`src/rtl/nmi_spkr_pkg.sv`:
```
package nmi_spkr_pkg;

    // Control nibble positions
    localparam int unsigned GATE_BIT  = 0;
    localparam int unsigned SPKEN_BIT = 1;
    localparam int unsigned BUSEN_BIT = 2;
    localparam int unsigned IOEN_BIT  = 3;
    localparam int unsigned CTRL_W    = 4;

    localparam logic [CTRL_W-1:0] CTRL_RST = 4'b1100;

    typedef enum logic {
        ERR_CLEAR = 1'b0,
        ERR_HELD  = 1'b1
    } err_state_t;

    typedef enum logic {
        LVL_LOW  = 1'b0,
        LVL_HIGH = 1'b1
    } lvl_state_t;

endpackage

```
`src/rtl/nmi_sync.sv`:
```
module nmi_sync #(
    parameter int unsigned STAGES  = 2,
    parameter logic        RST_VAL = 1'b0
) (
    input  logic clk,
    input  logic rst_n,
    input  logic async_i,
    output logic sync_o
);
    logic [STAGES-1:0] chain_q;

    always_ff @(posedge clk or negedge rst_n) begin
        if (!rst_n) chain_q <= {STAGES{RST_VAL}};
        else        chain_q <= {chain_q[STAGES-2:0], async_i};
    end

    assign sync_o = chain_q[STAGES-1];

endmodule

```
`src/rtl/nmi_err_latch.sv`:
```
module nmi_err_latch
    import nmi_spkr_pkg::*;
(
    input  logic clk,
    input  logic rst_n,
    input  logic err_act,
    input  logic mask,
    input  logic clr,
    output logic held
);
    err_state_t state_q, state_d;

    always_ff @(posedge clk or negedge rst_n) begin
        if (!rst_n) state_q <= ERR_CLEAR;
        else        state_q <= state_d;
    end

    always_comb begin
        state_d = state_q;
        unique case (state_q)
            ERR_CLEAR: if (err_act && !mask && !clr) state_d = ERR_HELD;
            ERR_HELD:  if (clr)                      state_d = ERR_CLEAR;
            default:   state_d = ERR_CLEAR;
        endcase
    end

    assign held = (state_q == ERR_HELD);

    // a clearing write empties the flag at the next edge
    a_r5_clear_wins: assert property (@(posedge clk) disable iff (!rst_n)
        clr |=> !held);

    // a masked source cannot set the flag
    a_r4_masked_no_set: assert property (@(posedge clk) disable iff (!rst_n)
        (mask && !held) |=> !held);

    // once held, the flag leaves only through a clear
    a_r3_sticky: assert property (@(posedge clk) disable iff (!rst_n)
        (held && !clr) |=> held);

endmodule

```
`src/rtl/nmi_edge_toggle.sv`:
```
module nmi_edge_toggle
    import nmi_spkr_pkg::*;
(
    input  logic clk,
    input  logic rst_n,
    input  logic lvl,
    output logic toggle
);
    lvl_state_t state_q, state_d;
    logic       tog_q;
    logic       fall;

    always_ff @(posedge clk or negedge rst_n) begin
        if (!rst_n) state_q <= LVL_LOW;
        else        state_q <= state_d;
    end

    always_comb begin
        state_d = state_q;
        fall    = 1'b0;
        unique case (state_q)
            LVL_LOW:  if (lvl)  state_d = LVL_HIGH;
            LVL_HIGH: if (!lvl) begin
                state_d = LVL_LOW;
                fall    = 1'b1;
            end
            default:  state_d = LVL_LOW;
        endcase
    end

    always_ff @(posedge clk or negedge rst_n) begin
        if (!rst_n)    tog_q <= 1'b0;
        else if (fall) tog_q <= ~tog_q;
    end

    assign toggle = tog_q;

    // the toggle moves only on a high-to-low step of the tracked level
    a_r12_fall_only: assert property (@(posedge clk) disable iff (!rst_n)
        !$stable(tog_q) |-> ($past(state_q) == LVL_HIGH && state_q == LVL_LOW));

endmodule

```
`src/rtl/nmi_spkr_ctrl.sv`:
```
module nmi_spkr_ctrl
    import nmi_spkr_pkg::*;
#(
    parameter int unsigned SYNC_STAGES = 2
) (
    input  logic       clk,
    input  logic       rst_n,
    input  logic       wr_en,
    input  logic [7:0] wr_data,
    output logic [7:0] rd_data,
    input  logic       bus_err_n,
    input  logic       io_chk_n,
    input  logic       tmr1_out,
    input  logic       tmr2_out,
    output logic       tmr2_gate,
    output logic       spkr_out,
    output logic       nmi_req
);
    logic [CTRL_W-1:0] ctrl_q;
    logic bus_sync_n, io_sync_n, tmr1_sync;
    logic bus_held, io_held, toggle;
    logic bus_clr, io_clr;

    always_ff @(posedge clk or negedge rst_n) begin
        if (!rst_n)     ctrl_q <= CTRL_RST;
        else if (wr_en) ctrl_q <= wr_data[CTRL_W-1:0];
    end

    assign bus_clr = wr_en & wr_data[BUSEN_BIT];
    assign io_clr  = wr_en & wr_data[IOEN_BIT];

    nmi_sync #(.STAGES(SYNC_STAGES), .RST_VAL(1'b1)) u_bus_sync (
        .clk(clk), .rst_n(rst_n), .async_i(bus_err_n), .sync_o(bus_sync_n));
    nmi_sync #(.STAGES(SYNC_STAGES), .RST_VAL(1'b1)) u_io_sync (
        .clk(clk), .rst_n(rst_n), .async_i(io_chk_n), .sync_o(io_sync_n));
    nmi_sync #(.STAGES(SYNC_STAGES), .RST_VAL(1'b0)) u_t1_sync (
        .clk(clk), .rst_n(rst_n), .async_i(tmr1_out), .sync_o(tmr1_sync));

    nmi_err_latch u_bus_flag (
        .clk(clk), .rst_n(rst_n), .err_act(!bus_sync_n),
        .mask(ctrl_q[BUSEN_BIT]), .clr(bus_clr), .held(bus_held));
    nmi_err_latch u_io_flag (
        .clk(clk), .rst_n(rst_n), .err_act(!io_sync_n),
        .mask(ctrl_q[IOEN_BIT]), .clr(io_clr), .held(io_held));

    nmi_edge_toggle u_t1_edge (
        .clk(clk), .rst_n(rst_n), .lvl(tmr1_sync), .toggle(toggle));

    always_comb begin
        rd_data   = {bus_held, io_held, tmr2_out, toggle, ctrl_q};
        tmr2_gate = ctrl_q[GATE_BIT];
        spkr_out  = tmr2_out & ctrl_q[SPKEN_BIT];
        nmi_req   = (bus_held & ~ctrl_q[BUSEN_BIT]) | (io_held & ~ctrl_q[IOEN_BIT]);
    end

    // a request needs a held flag behind it
    a_r8_nmi_has_source: assert property (@(posedge clk) disable iff (!rst_n)
        nmi_req |-> (bus_held || io_held));

    // the speaker never drives without the timer output
    a_r10_spkr_masked: assert property (@(posedge clk) disable iff (!rst_n)
        spkr_out |-> tmr2_out);

    // the control nibble and gate hold without a write
    a_r2_ctrl_hold: assert property (@(posedge clk) disable iff (!rst_n)
        !wr_en |=> $stable(rd_data[3:0]));

    a_r11_gate_hold: assert property (@(posedge clk) disable iff (!rst_n)
        !wr_en |=> $stable(tmr2_gate));

endmodule

```
`config.mk`:
```
export PLATFORM = sky130hd
export DESIGN_NAME = nmi_spkr_ctrl
export DESIGN_NICKNAME = d
export VERILOG_FILES = /design/src/rtl/nmi_spkr_pkg.sv /design/src/rtl/nmi_sync.sv /design/src/rtl/nmi_err_latch.sv /design/src/rtl/nmi_edge_toggle.sv /design/src/rtl/nmi_spkr_ctrl.sv
export SDC_FILE = /design/constraint.sdc
export NUM_CORES = 1
export LEC_CHECK = 0
export BUFFER_PORTS_ARGS = -buffer_cell sky130_fd_sc_hd__buf_2
export CAP_MARGIN = 20
export CORE_AREA = 2 2 39 41
export DETAILED_ROUTE_END_ITERATION = 16
export DIE_AREA = 0 0 41 43
export PLACE_DENSITY = 0.7
export RECOVER_POWER = 25
export SLEW_MARGIN = 30
export SYNTH_ARGS = -nofsm -noshare
export SYNTH_HDL_FRONTEND = slang
export SYNTH_SLANG_ARGS = --single-unit
```
`constraint.sdc`:
```
create_clock -name clk -period 1.7 [get_ports clk]
set_input_delay 0.085 -clock clk [delete_from_list [all_inputs] [get_ports clk]]
set_output_delay 0.085 -clock clk [all_outputs]
set_load 0.02 [all_outputs]
```
==> summary.txt, run 1 <==
Clocking
  • Clock Latency Late Sink: 270 ps
  • Clk slew on worst S/H paths: 80 ps
  • Count of buffers added by post-CTS timing repair for setup: 0
  • Worst-case clock buffer depth: 2
  • Number of buffers added by the clock tree synthesis step: 3
  • Clock tree from TritonCTS: yes
  • Clock root buffer: clkbuf_4
  • Sink count of the clock tree: 14
  • H-Tree Depth: 1

Logic synthesis
  • Combinational family with the most area after synthesis: buffers and inverters
  • Area share of and/or/nand/nor cells after synthesis: 3.883%
  • Count of different cell masters after synthesis: 11
  • Post-synthesis sequential area ratio: 69.42%
  • Synthesized-area fraction occupied by ao, oa, aoi and oai cells: 4.612%
  • Number of synthesized register bits: 14
  • Adder-cell share of the synthesized area: 0%
  • Mean post-synth cell area: 14.73 sq um
  • Top cell type's share of synthesized area: 38.83%
  • Dominant cell type by area after synthesis: dfrtp_1
  • Mux cell area share after synthesis: 8.738%
  • Biggest area contributors in the synthesized netlist: dfrtp_1, dfstp_2, buf_4
  • Post-synthesis instance area: 515.5 sq um
  • Synthesized-area fraction occupied by xor and xnor cells: 1.699%
  • Total of warnings raised by yosys: 0
  • Post-synthesis net count: 50
  • Cells after Synth: 35

Power
  • Power per unit of standard cell area: 1150 mW/mm^2
  • LEAKAGE: 0.3263 nW
  • Max rail drop VDD: 0.5974 mV

Floorplanning
  • Placement Rows: 14
  • Die Ht: 43 um
  • Die area: 0.001763 sq mm
  • I/O pin count: 26
  • Area of the core: 0.001384 sq mm
  • Die X-Extent: 41 um
  • Initial Utilization: 37.25%

Place
  • Count of port buffers added during placement: 21
  • Cell area reported after detailed placement: 588.1 sq um
  • Routability congestion estimate: 0.5460

Route
  • Ratio of routed vias to standard cells: 4.333
  • First drt pass iteration count: 2
  • Residual DRC count: 0
  • Overall routed net length: 756 um
  • Total number of vias: 325
  • Number of violations reported at the end of detailed-routing iteration 0: 1
  • Count of antenna-violating nets left after detailed routing: 0
  • Average wire length per cell after detail routing: 10.08 um

Setup path
  • Worst-path fanout max: 4
  • Slowest library cell on the worst path: dfstp_2
  • Sort of element at the end of the critical path: primary output
  • Critical Path RT: 1620 ps
  • Slowest Stage Delay on Critical Path: 560 ps
  • CP Data Arrival Time: 1060 ps
  • Cell family with most CP delay: flip-flops
  • Worst path buffer plus inverter count: 1
  • Worst-path cell chain: o22ai_1, buf_2
  • Setup CP Type: flop to primary output
  • Element type at the critical path start: flop

Timing
  • Worst slew slack as a fraction of its limit: 52.82%
  • Actual slew at the worst max-slew pin: 707.7 ps
  • Final critical-path share of the clock period: 67.39%
  • Final setup violation count: 0
  • Unrepaired setup endpoints after global routing: false
  • Minimum clock period after layout: 1146 ps
  • Post-route clock skew: 0.1617 ps
  • Final Hold Fails: 0
  • TNS Setup: 0 ps
  • Maximum clock rate: 872.9 MHz
  • Pins Over Slew Limit: 0

Global route
  • All-Layer GR Usage: 10.79%
  • Vias in the first global route: 312
  • Remaining global-route overflow: 0
  • Antenna violations before repair: 0
  • First-pass GRT wire length: 1235 um
  • Pin count of the biggest net entering global routing: 15

Final layout
  • Fraction of final layout cells sized beyond drive strength 1: 55.93%
  • Area overhead of the layout relative to synthesis: 32.28%
  • Number of fill cells in the layout: 133
  • Cell area after layout: 681.9 sq um
  • Post-layout nets: 75
  • Number of diodes added for antenna fixing: 0

Job
  • Max-cap check violation count: 0

Status
  • Result of the run: completed

Hold path
  • Class of the tightest hold or removal check: primary input to flop
[cell usage after synthesis (all sizes together)]
library cell / number
dfrtp: 8
buf: 7
dfstp: 6
mux2: 4
a2bb2oi: 2
inv: 2
nor2: 2
and2: 1
nand2b: 1
o22ai: 1
xnor2: 1
[logic make-up (layout without fill, tap and decap cells)]
logic type                Yosys count  in the layout
muxes                               4              4
xor gates and xnor gates            1              1
AOI/OAI and AO/OA                   3              3
DFF                                14             14
and+or+nand+nor                     4              4
buffers and inverters               9             33
[power breakdown]
part / switching, W / leakage (nW) / total [W] / internal (W)
Sequential: 0.0000226 / 0.157 / 0.000400 / 0.000377
Clock: 0.0000991 / 0.0210 / 0.000229 / 0.000130
Combinational: 0.0000856 / 0.148 / 0.000155 / 0.0000695
[metrics by stage]
stage	total power [W]	utilization (%)	setup slack, ps	cells	hold slack [ps]
4_1_cts	0.0008024	49.46	536.0	75	24.99
2_1_floorplan	0.0005288	-	860.7	35	-210.6
5_1_grt	0.0008356	49.28	481.9	75	23.57
6_report	0.0007841	49.28	554.3	75	41.12
3_5_place_dp	0.0005543	42.50	848.9	65	-13.52
3_3_place_gp	0.0005484	42.50	863.5	65	-18.52
[cell type report]
| class | count | area [sq um] | area share (%) |
|---|---|---|---|
| well taps | 16 | 20.02 | 2.936 |
| inverters | 2 | 7.507 | 1.101 |
| multi-input cells | 12 | 97.59 | 14.31 |
| repair buffers | 27 | 162.7 | 23.85 |
| flip-flops and latches | 14 | 357.8 | 52.48 |
| clock buffers | 4 | 36.28 | 5.321 |
[worst paths after layout]
kind | end | slack (ps) | startpoint | cells past startpoint
max reg2reg | u_bus_flag.held | 860 | ctrl_q[2] | 2
max | nmi_req | 550 | ctrl_q[3] | 2
min reg2reg | u_t1_sync.chain_q[1] | 350 | u_t1_sync.chain_q[0] | 0
max in group asynchronous | u_bus_flag.held | 880 | rst_n | 2
min in group asynchronous | u_t1_sync.chain_q[0] | 380 | rst_n | 2
min | ctrl_q[1] | 40 | wr_data[1] | 2
[what timing repair did]
item / CTS / global route
resized for setup: 0 / 0
setup endpoints to repair: 0 / 0
endpoints found under the hold margin: 19 / 0
hold buffers: 6 / 0
[cell usage in the layout, fill, tap and decap left out]
master and count:
mux2_2 4, nor2_1 2, inv_1 2, nand2b_1 1, xnor2_1 1, o22ai_1 1
clkbuf_8 1, dfstp_2 6, a2bb2oi_1 2, clkbuf_4 3, buf_2 19, dfrtp_1 8
dlygate4sd3_1 6, and2_1 1, clkbuf_1 2
[layer usage]
metal,vias to the layer above,wire length (um),track usage (%)
li1,154,-,-
met5,-,0,0
met2,13,379,15.94
met3,0,57,3.141
met1,158,318,12.50
met4,0,0,8.000
[sequential cells by signal, summed over array words and instances, names as in the netlist]
register	cells
ctrl_q	4
u_bus_flag.held	1
u_bus_sync.chain_q	2
u_io_flag.held	1
u_io_sync.chain_q	2
u_t1_edge.state_q	1
u_t1_edge.toggle	1
u_t1_sync.chain_q	2
No activity file was read; power rests on OpenSTA's default activity.
==> run 2, diff against run 1 <==
==> constraint.sdc (replaced) <==
create_clock -name clk -period 1.1 [get_ports clk]
set_input_delay 0.055 -clock clk [delete_from_list [all_inputs] [get_ports clk]]
set_output_delay 0.055 -clock clk [all_outputs]
set_load 0.02 [all_outputs]
==> summary.txt, run 2 (synthesis results as in run 1) <==
Status
  • Result of the run: completed (unchanged)

Final layout
  • Number of diodes added for antenna fixing: 0 (unchanged)
  • Number of cells in the finished layout apart from fillers: 80 (was 75)
  • Largest Register: ctrl_q (unchanged)
  • Cell area after layout: 737.0 sq um (was 681.9 sq um)
  • Fraction of final layout cells sized beyond drive strength 1: 57.81% (was 55.93%)
  • Commonest non-fill, non-tap cells in the layout: buf_2, dfrtp_1, dlygate4sd3_1, dfstp_2, mux2_2 (was buf_2, dfrtp_1, dfstp_2, dlygate4sd3_1, mux2_2)
  • Leading cell type in the layout, fill and taps excluded: buf_2 (unchanged)
  • Post-layout nets: 80 (was 75)
  • Number of flip-flops in the largest register: 4 (unchanged)
  • Area overhead of the layout relative to synthesis: 42.96% (was 32.28%)

Floorplanning
  • Die X-Extent: 41 um (unchanged)
  • Die Ht: 43 um (unchanged)
  • Area of the core: 0.001384 sq mm (unchanged)
  • I/O pin count: 26 (unchanged)
  • Die area: 0.001763 sq mm (unchanged)
  • Placement Rows: 14 (unchanged)
  • Initial Utilization: 37.25% (unchanged)

Route
  • Total number of vias: 345 (was 325)
  • Ratio of routed vias to standard cells: 4.313 (was 4.333)
  • Count of antenna-violating nets left after detailed routing: 0 (unchanged)
  • Average wire length per cell after detail routing: 9.975 um (was 10.08 um)
  • Overall routed net length: 798 um (was 756 um)
  • Residual DRC count: 0 (unchanged)
  • Number of violations reported at the end of detailed-routing iteration 0: 1 (unchanged)
  • First drt pass iteration count: 2 (unchanged)

Timing
  • Actual slew at the worst max-slew pin: 707.1 ps (was 707.7 ps)
  • Minimum clock period after layout: 1083 ps
  • Final Hold Fails: 0 (unchanged)
  • TNS Setup: 0 ps (unchanged)
  • Final setup violation count: 0 (unchanged)
  • Worst slew slack as a fraction of its limit: 52.86% (was 52.82%)
  • Maximum clock rate: 923.3 MHz
  • Unrepaired setup endpoints after global routing: true (was false)
  • Hold_ws: 49.47 ps (was 41.12 ps)
  • Final critical-path share of the clock period: 98.46%
  • Post-route clock skew: 0.1617 ps (unchanged)
  • Pins Over Slew Limit: 0 (unchanged)

Setup path
  • Critical Path RT: 1040 ps (was 1620 ps)
  • Worst reg2reg startpoint: ctrl_q[3] (was ctrl_q[2])
  • Setup CP Type: flop to primary output (unchanged)
  • CP Data Arrival Time: 1030 ps (was 1060 ps)
  • Worst-path fanout max: 3 (was 4)
  • Start point of the critical path: ctrl_q[2] (was ctrl_q[3])
  • Capture instance of the worst register-to-register path: u_io_flag.held (was u_bus_flag.held)
  • Slowest library cell on the worst path: dfstp_2 (unchanged)
  • Slowest Stage Delay on Critical Path: 550 ps (was 560 ps)
  • Element type at the critical path start: flop (unchanged)
  • Sort of element at the end of the critical path: primary output (unchanged)
  • Worst-path cell chain: o22ai_2, buf_6 (was o22ai_1, buf_2)
  • Register-to-register setup slack: 170 ps (was 860 ps)
  • Register-to-Register Path Depth: 3 (was 2)

Place
  • Cell area reported after detailed placement: 588.1 sq um (unchanged)
  • Routability congestion estimate: 0.5460 (unchanged)
  • Count of port buffers added during placement: 21 (unchanged)
  • Number of cells in the design after placement: 65 (unchanged)

Clocking
  • Sink count of the clock tree: 14 (unchanged)
  • Clk slew on worst S/H paths: 80 ps (about the same)
  • Clock root buffer: clkbuf_4 (unchanged)
  • Clock Latency Late Sink: 270 ps (about the same)
  • Number of buffers added by the clock tree synthesis step: 3 (unchanged)
  • Clock tree from TritonCTS: yes (unchanged)
  • Worst-case clock buffer depth: 2 (unchanged)
  • H-Tree Depth: 1 (unchanged)

Global route
  • First-pass GRT wire length: 1317 um (was 1235 um)
  • Pin count of the biggest net entering global routing: 15 (unchanged)
  • All-Layer GR Usage: 11.41% (was 10.79%)
  • Remaining global-route overflow: 0 (unchanged)
  • Antenna violations before repair: 0 (unchanged)
  • Vias in the first global route: 353 (was 312)

Power
  • Power per unit of standard cell area: 1696 mW/mm^2 (was 1150 mW/mm^2)
  • Power dissipated by switching net loads: 0.0003282 W (was 0.0002072 W)
  • Part of the total power dissipated in combinational logic: 22.3% (was 19.8%)
  • Max rail drop VDD: 0.9379 mV (was 0.5974 mV)
  • Clock share of power: 28.3% (was 29.2%)
  • Switching fraction of total power: 26.26% (was 26.43%)
  • LEAKAGE: 0.3533 nW (was 0.3263 nW)
  • Power Internal: 0.0009215 W (was 0.0005769 W)
  • Part of the total power dissipated in sequential elements: 49.3% (was 51.0%)

Hold path
  • Origin of the worst min-delay path: wr_en (was wr_data[1])
  • Destination of the worst hold path: u_io_flag.held (was ctrl_q[1])
  • Class of the tightest hold or removal check: primary input to flop (unchanged)
  • Number of cells traversed by the worst hold path: 2 (unchanged)

Job
  • Max-cap check violation count: 0 (unchanged)
[run 2: per-stage QoR]
step | util, % | total power, W | setup WS [ps]
6_report | 53.25 | 0.001250 | 16.91
5_1_grt | 53.25 | 0.001330 | -38.51
4_1_cts | 51.99 | 0.001256 | -12.73
3_5_place_dp | 42.50 | 0.0008566 | 269.1
3_3_place_gp | 42.50 | 0.0008475 | 288.0
2_1_floorplan | - | 0.0008172 | 260.7
[run 2: power groups by stage]
stage	Combinational, W	Sequential, W	Clock (W)
3_3_place_gp	0.000222	0.000625	0
6_report	0.000279	0.000617	0.000354
3_5_place_dp	0.000227	0.000629	0
4_1_cts	0.000262	0.000618	0.000376
5_1_grt	0.000301	0.000627	0.000403
2_1_floorplan	0.000186	0.000631	0
[run 2: worst max-delay path: cells and delay by family, from the launching register on]
family | cells | cell delay (ps)
flops | 1 | 550
buf+inv | 1 | 130
compound gates | 1 | 70
[run 2: how the worst max path moves through the flow]
stage	endpoint	slack (ps)	cells past startpoint
after floorplan	ctrl_q[0]	260	1
after global placement	u_bus_flag.held	290	2
after detailed placement	u_io_flag.held	270	2
after CTS	nmi_req	-10	2
after global routing	nmi_req	-40	2
final	nmi_req	20	2
[run 2: layout make-up]
class,instances,area [sq um]
clock buffer,4,36.28
fill,127,646.9
inverter,2,7.507
multi-input combinational,12,103.9
sequential,14,357.8
tap,16,20.02
timing repair buffer,32,211.5
[run 2: metal layers]
| layer | GRT usage [%] | wire (um) |
|---|---|---|
| met3 | 3.141 | 51 |
| met5 | 0 | 0 |
| met2 | 18.13 | 417 |
| met1 | 12.15 | 329 |
| met4 | 8.000 | 0 |
[run 2: repair_timing]
| item | 4_1_cts | 5_1_grt |
|---|---|---|
| endpoints found under the setup margin | 1 | 1 |
| gates cloned | 0 | 0 |
| pin swaps | 1 | 0 |
| setup buffers | 2 | 1 |
| gates resized for setup | 0 | 3 |
| endpoints found under the hold margin | 21 | 0 |
| hold buffers | 8 | 0 |
==> run 3, diff against run 2 <==
--- a/config.mk
+++ b/config.mk
@@ -10,6 +10,7 @@
 export CORE_AREA = 2 2 39 41
 export DETAILED_ROUTE_END_ITERATION = 16
 export DIE_AREA = 0 0 41 43
+export HOLD_SLACK_MARGIN = 0.05
 export PLACE_DENSITY = 0.7
 export RECOVER_POWER = 25
 export SLEW_MARGIN = 30
==> summary.txt, run 3 (synthesis results as in run 1) <==
Setup path
  • Slowest Stage Delay on Critical Path: 550 ps (about the same)
  • Register-to-register setup slack: 170 ps (about the same)
  • Capture instance of the worst register-to-register path: u_io_flag.held (unchanged)
  • Element type at the critical path start: flop (unchanged)
  • Worst reg2reg startpoint: ctrl_q[3] (unchanged)
  • Worst-path fanout max: 3 (unchanged)
  • Slowest library cell on the worst path: dfstp_2 (unchanged)
  • Setup CP Type: flop to primary output (unchanged)
  • Worst path buffer plus inverter count: 1 (unchanged)
  • Worst-path cell chain: o22ai_2, buf_6 (unchanged)
  • Sort of element at the end of the critical path: primary output (unchanged)
  • Critical Path RT: 1040 ps (about the same)
  • Register-to-Register Path Depth: 3 (unchanged)
  • CP Data Arrival Time: 1030 ps (about the same)
  • Cell family with most CP delay: flip-flops (unchanged)

Final layout
  • Leading cell type in the layout, fill and taps excluded: buf_2 (unchanged)
  • Number of diodes added for antenna fixing: 0 (unchanged)
  • Number of flip-flops in the largest register: 4 (unchanged)
  • Fraction of final layout cells sized beyond drive strength 1: 56.92% (was 57.81%)
  • Commonest non-fill, non-tap cells in the layout: buf_2, dlygate4sd3_1, dfrtp_1, dfstp_2, mux2_2 (was buf_2, dfrtp_1, dlygate4sd3_1, dfstp_2, mux2_2)
  • Final core area utilization: 53.98% (was 53.25%)
  • Area overhead of the layout relative to synthesis: 44.90% (was 42.96%)
  • Post-layout nets: 81 (was 80)
  • Largest Register: ctrl_q (unchanged)

Clocking
  • Clock root buffer: clkbuf_4 (unchanged)
  • Worst-case clock buffer depth: 2 (unchanged)
  • Clk slew on worst S/H paths: 80 ps (about the same)
  • Clock tree from TritonCTS: yes (unchanged)
  • Sink count of the clock tree: 14 (unchanged)
  • H-Tree Depth: 1 (unchanged)
  • Number of buffers added by the clock tree synthesis step: 3 (unchanged)
  • Clock Latency Late Sink: 270 ps (about the same)

Floorplanning
  • Die area: 0.001763 sq mm (unchanged)
  • Area of the core: 0.001384 sq mm (unchanged)
  • I/O pin count: 26 (unchanged)
  • Placement Rows: 14 (unchanged)
  • Die Ht: 43 um (unchanged)
  • Initial Utilization: 37.25% (unchanged)
  • Die X-Extent: 41 um (unchanged)

Route
  • Average wire length per cell after detail routing: 10.17 um (was 9.975 um)
  • Overall routed net length: 824 um (was 798 um)
  • Ratio of routed vias to standard cells: 4.333 (was 4.313)
  • Count of antenna-violating nets left after detailed routing: 0 (unchanged)
  • Total number of vias: 351 (was 345)
  • First drt pass iteration count: 2 (unchanged)
  • Residual DRC count: 0 (unchanged)
  • Number of violations reported at the end of detailed-routing iteration 0: 1 (unchanged)

Timing
  • Unrepaired setup endpoints after global routing: true (unchanged)
  • Maximum clock rate: 922.9 MHz (was 923.3 MHz)
  • Post-route clock skew: 0.1617 ps (about the same)
  • Final critical-path share of the clock period: 98.51% (was 98.46%)
  • Final WS setup: 16.40 ps (was 16.91 ps)
  • Final Hold Fails: 0 (unchanged)
  • Actual slew at the worst max-slew pin: 705.6 ps (was 707.1 ps)
  • Minimum clock period after layout: 1084 ps (was 1083 ps)
  • Final setup violation count: 0 (unchanged)
  • Worst slew slack as a fraction of its limit: 52.96% (was 52.86%)
  • Pins Over Slew Limit: 0 (unchanged)

Global route
  • Vias in the first global route: 356 (was 353)
  • First-pass GRT wire length: 1345 um (was 1317 um)
  • Pin count of the biggest net entering global routing: 15 (unchanged)
  • Remaining global-route overflow: 0 (unchanged)
  • All-Layer GR Usage: 11.72% (was 11.41%)
  • Antenna violations before repair: 0 (unchanged)

Power
  • LEAKAGE: 0.3574 nW (was 0.3533 nW)
  • Max rail drop VDD: 0.9379 mV (about the same)
  • Power per unit of standard cell area: 1678 mW/mm^2 (was 1696 mW/mm^2)

Hold path
  • Class of the tightest hold or removal check: primary input to async pin (was primary input to flop)

Place
  • Count of port buffers added during placement: 21 (unchanged)
  • Place WS: 269.1 ps (unchanged)
  • Routability congestion estimate: 0.5460 (unchanged)

Status
  • Result of the run: completed (unchanged)

Job
  • Max-cap check violation count: 0 (unchanged)
==> run 3: worst max path at each step <==
stage                    from              end  slack (ps)  cells after the start
global route        ctrl_q[2]          nmi_req         -40                      2
floorplan           ctrl_q[0]        ctrl_q[0]         260                      1
detailed placement  ctrl_q[3]   u_io_flag.held         270                      2
finish              ctrl_q[2]          nmi_req          20                      2
global placement    ctrl_q[2]  u_bus_flag.held         290                      2
CTS                 ctrl_q[2]          nmi_req         -10                      2
==> run 3: worst register-to-register path, stage by stage (launching register included) <==
cell	delay (ps)
dfstp_2	560
buf_4	110
nor2_1	40
a2bb2oi_1	110
==> run 3: final cells by class <==
cell class                      instances  area [sq um]
Tap cell                               16         20.02
Inverter                                2         7.507
Multi-Input combinational cell         12         103.9
Sequential cell                        14         357.8
Clock buffer                            4         36.28
Timing Repair Buffer                   33         221.5
Fill cell                             126         636.9
==> run 3: per-layer routing <==
layer | track usage (%) | wire length, um | part of all wire (%)
met1 | 12.15 | 328 | 40
met2 | 19.06 | 446 | 54
met3 | 3.141 | 49 | 5.9
met4 | 8.000 | 0 | 0
met5 | 0 | 0 | 0
==> run 3: report_power, final <==
group	switching (W)	total (W)	leakage (nW)	internal, W
Sequential	0.0000336	0.000617	0.157	0.000583
Clock	0.000154	0.000355	0.0210	0.000201
Combinational	0.000142	0.000282	0.179	0.000140
Total	0.000330	0.00125	0.357	0.000924
==> run 3: what timing repair did <==
item / 4_1_cts / 5_1_grt
buffers inserted: 2 / 1
setup endpoints to repair: 1 / 1
hold buffers: 9 / 0
resized for setup: 0 / 3
endpoints found under the hold margin: 23 / 0
pin swaps: 1 / 0
==> run 3: stage by stage <==
stage | cell area, sq um | TNS [ps] | hold slack (ps) | power, W | std cells
after floorplan | 515.5 | 0 | -240.6 | 0.0008172 | 35
after global placement | 588.1 | 0 | -48.53 | 0.0008475 | 65
after detailed placement | 588.1 | 0 | -43.52 | 0.0008566 | 65
after CTS | 729.5 | -12.73 | 185.2 | 0.001258 | 80
after global routing | 747.0 | -38.51 | 368.1 | 0.001333 | 81
final | 747.0 | 0 | 345.5 | 0.001254 | 81
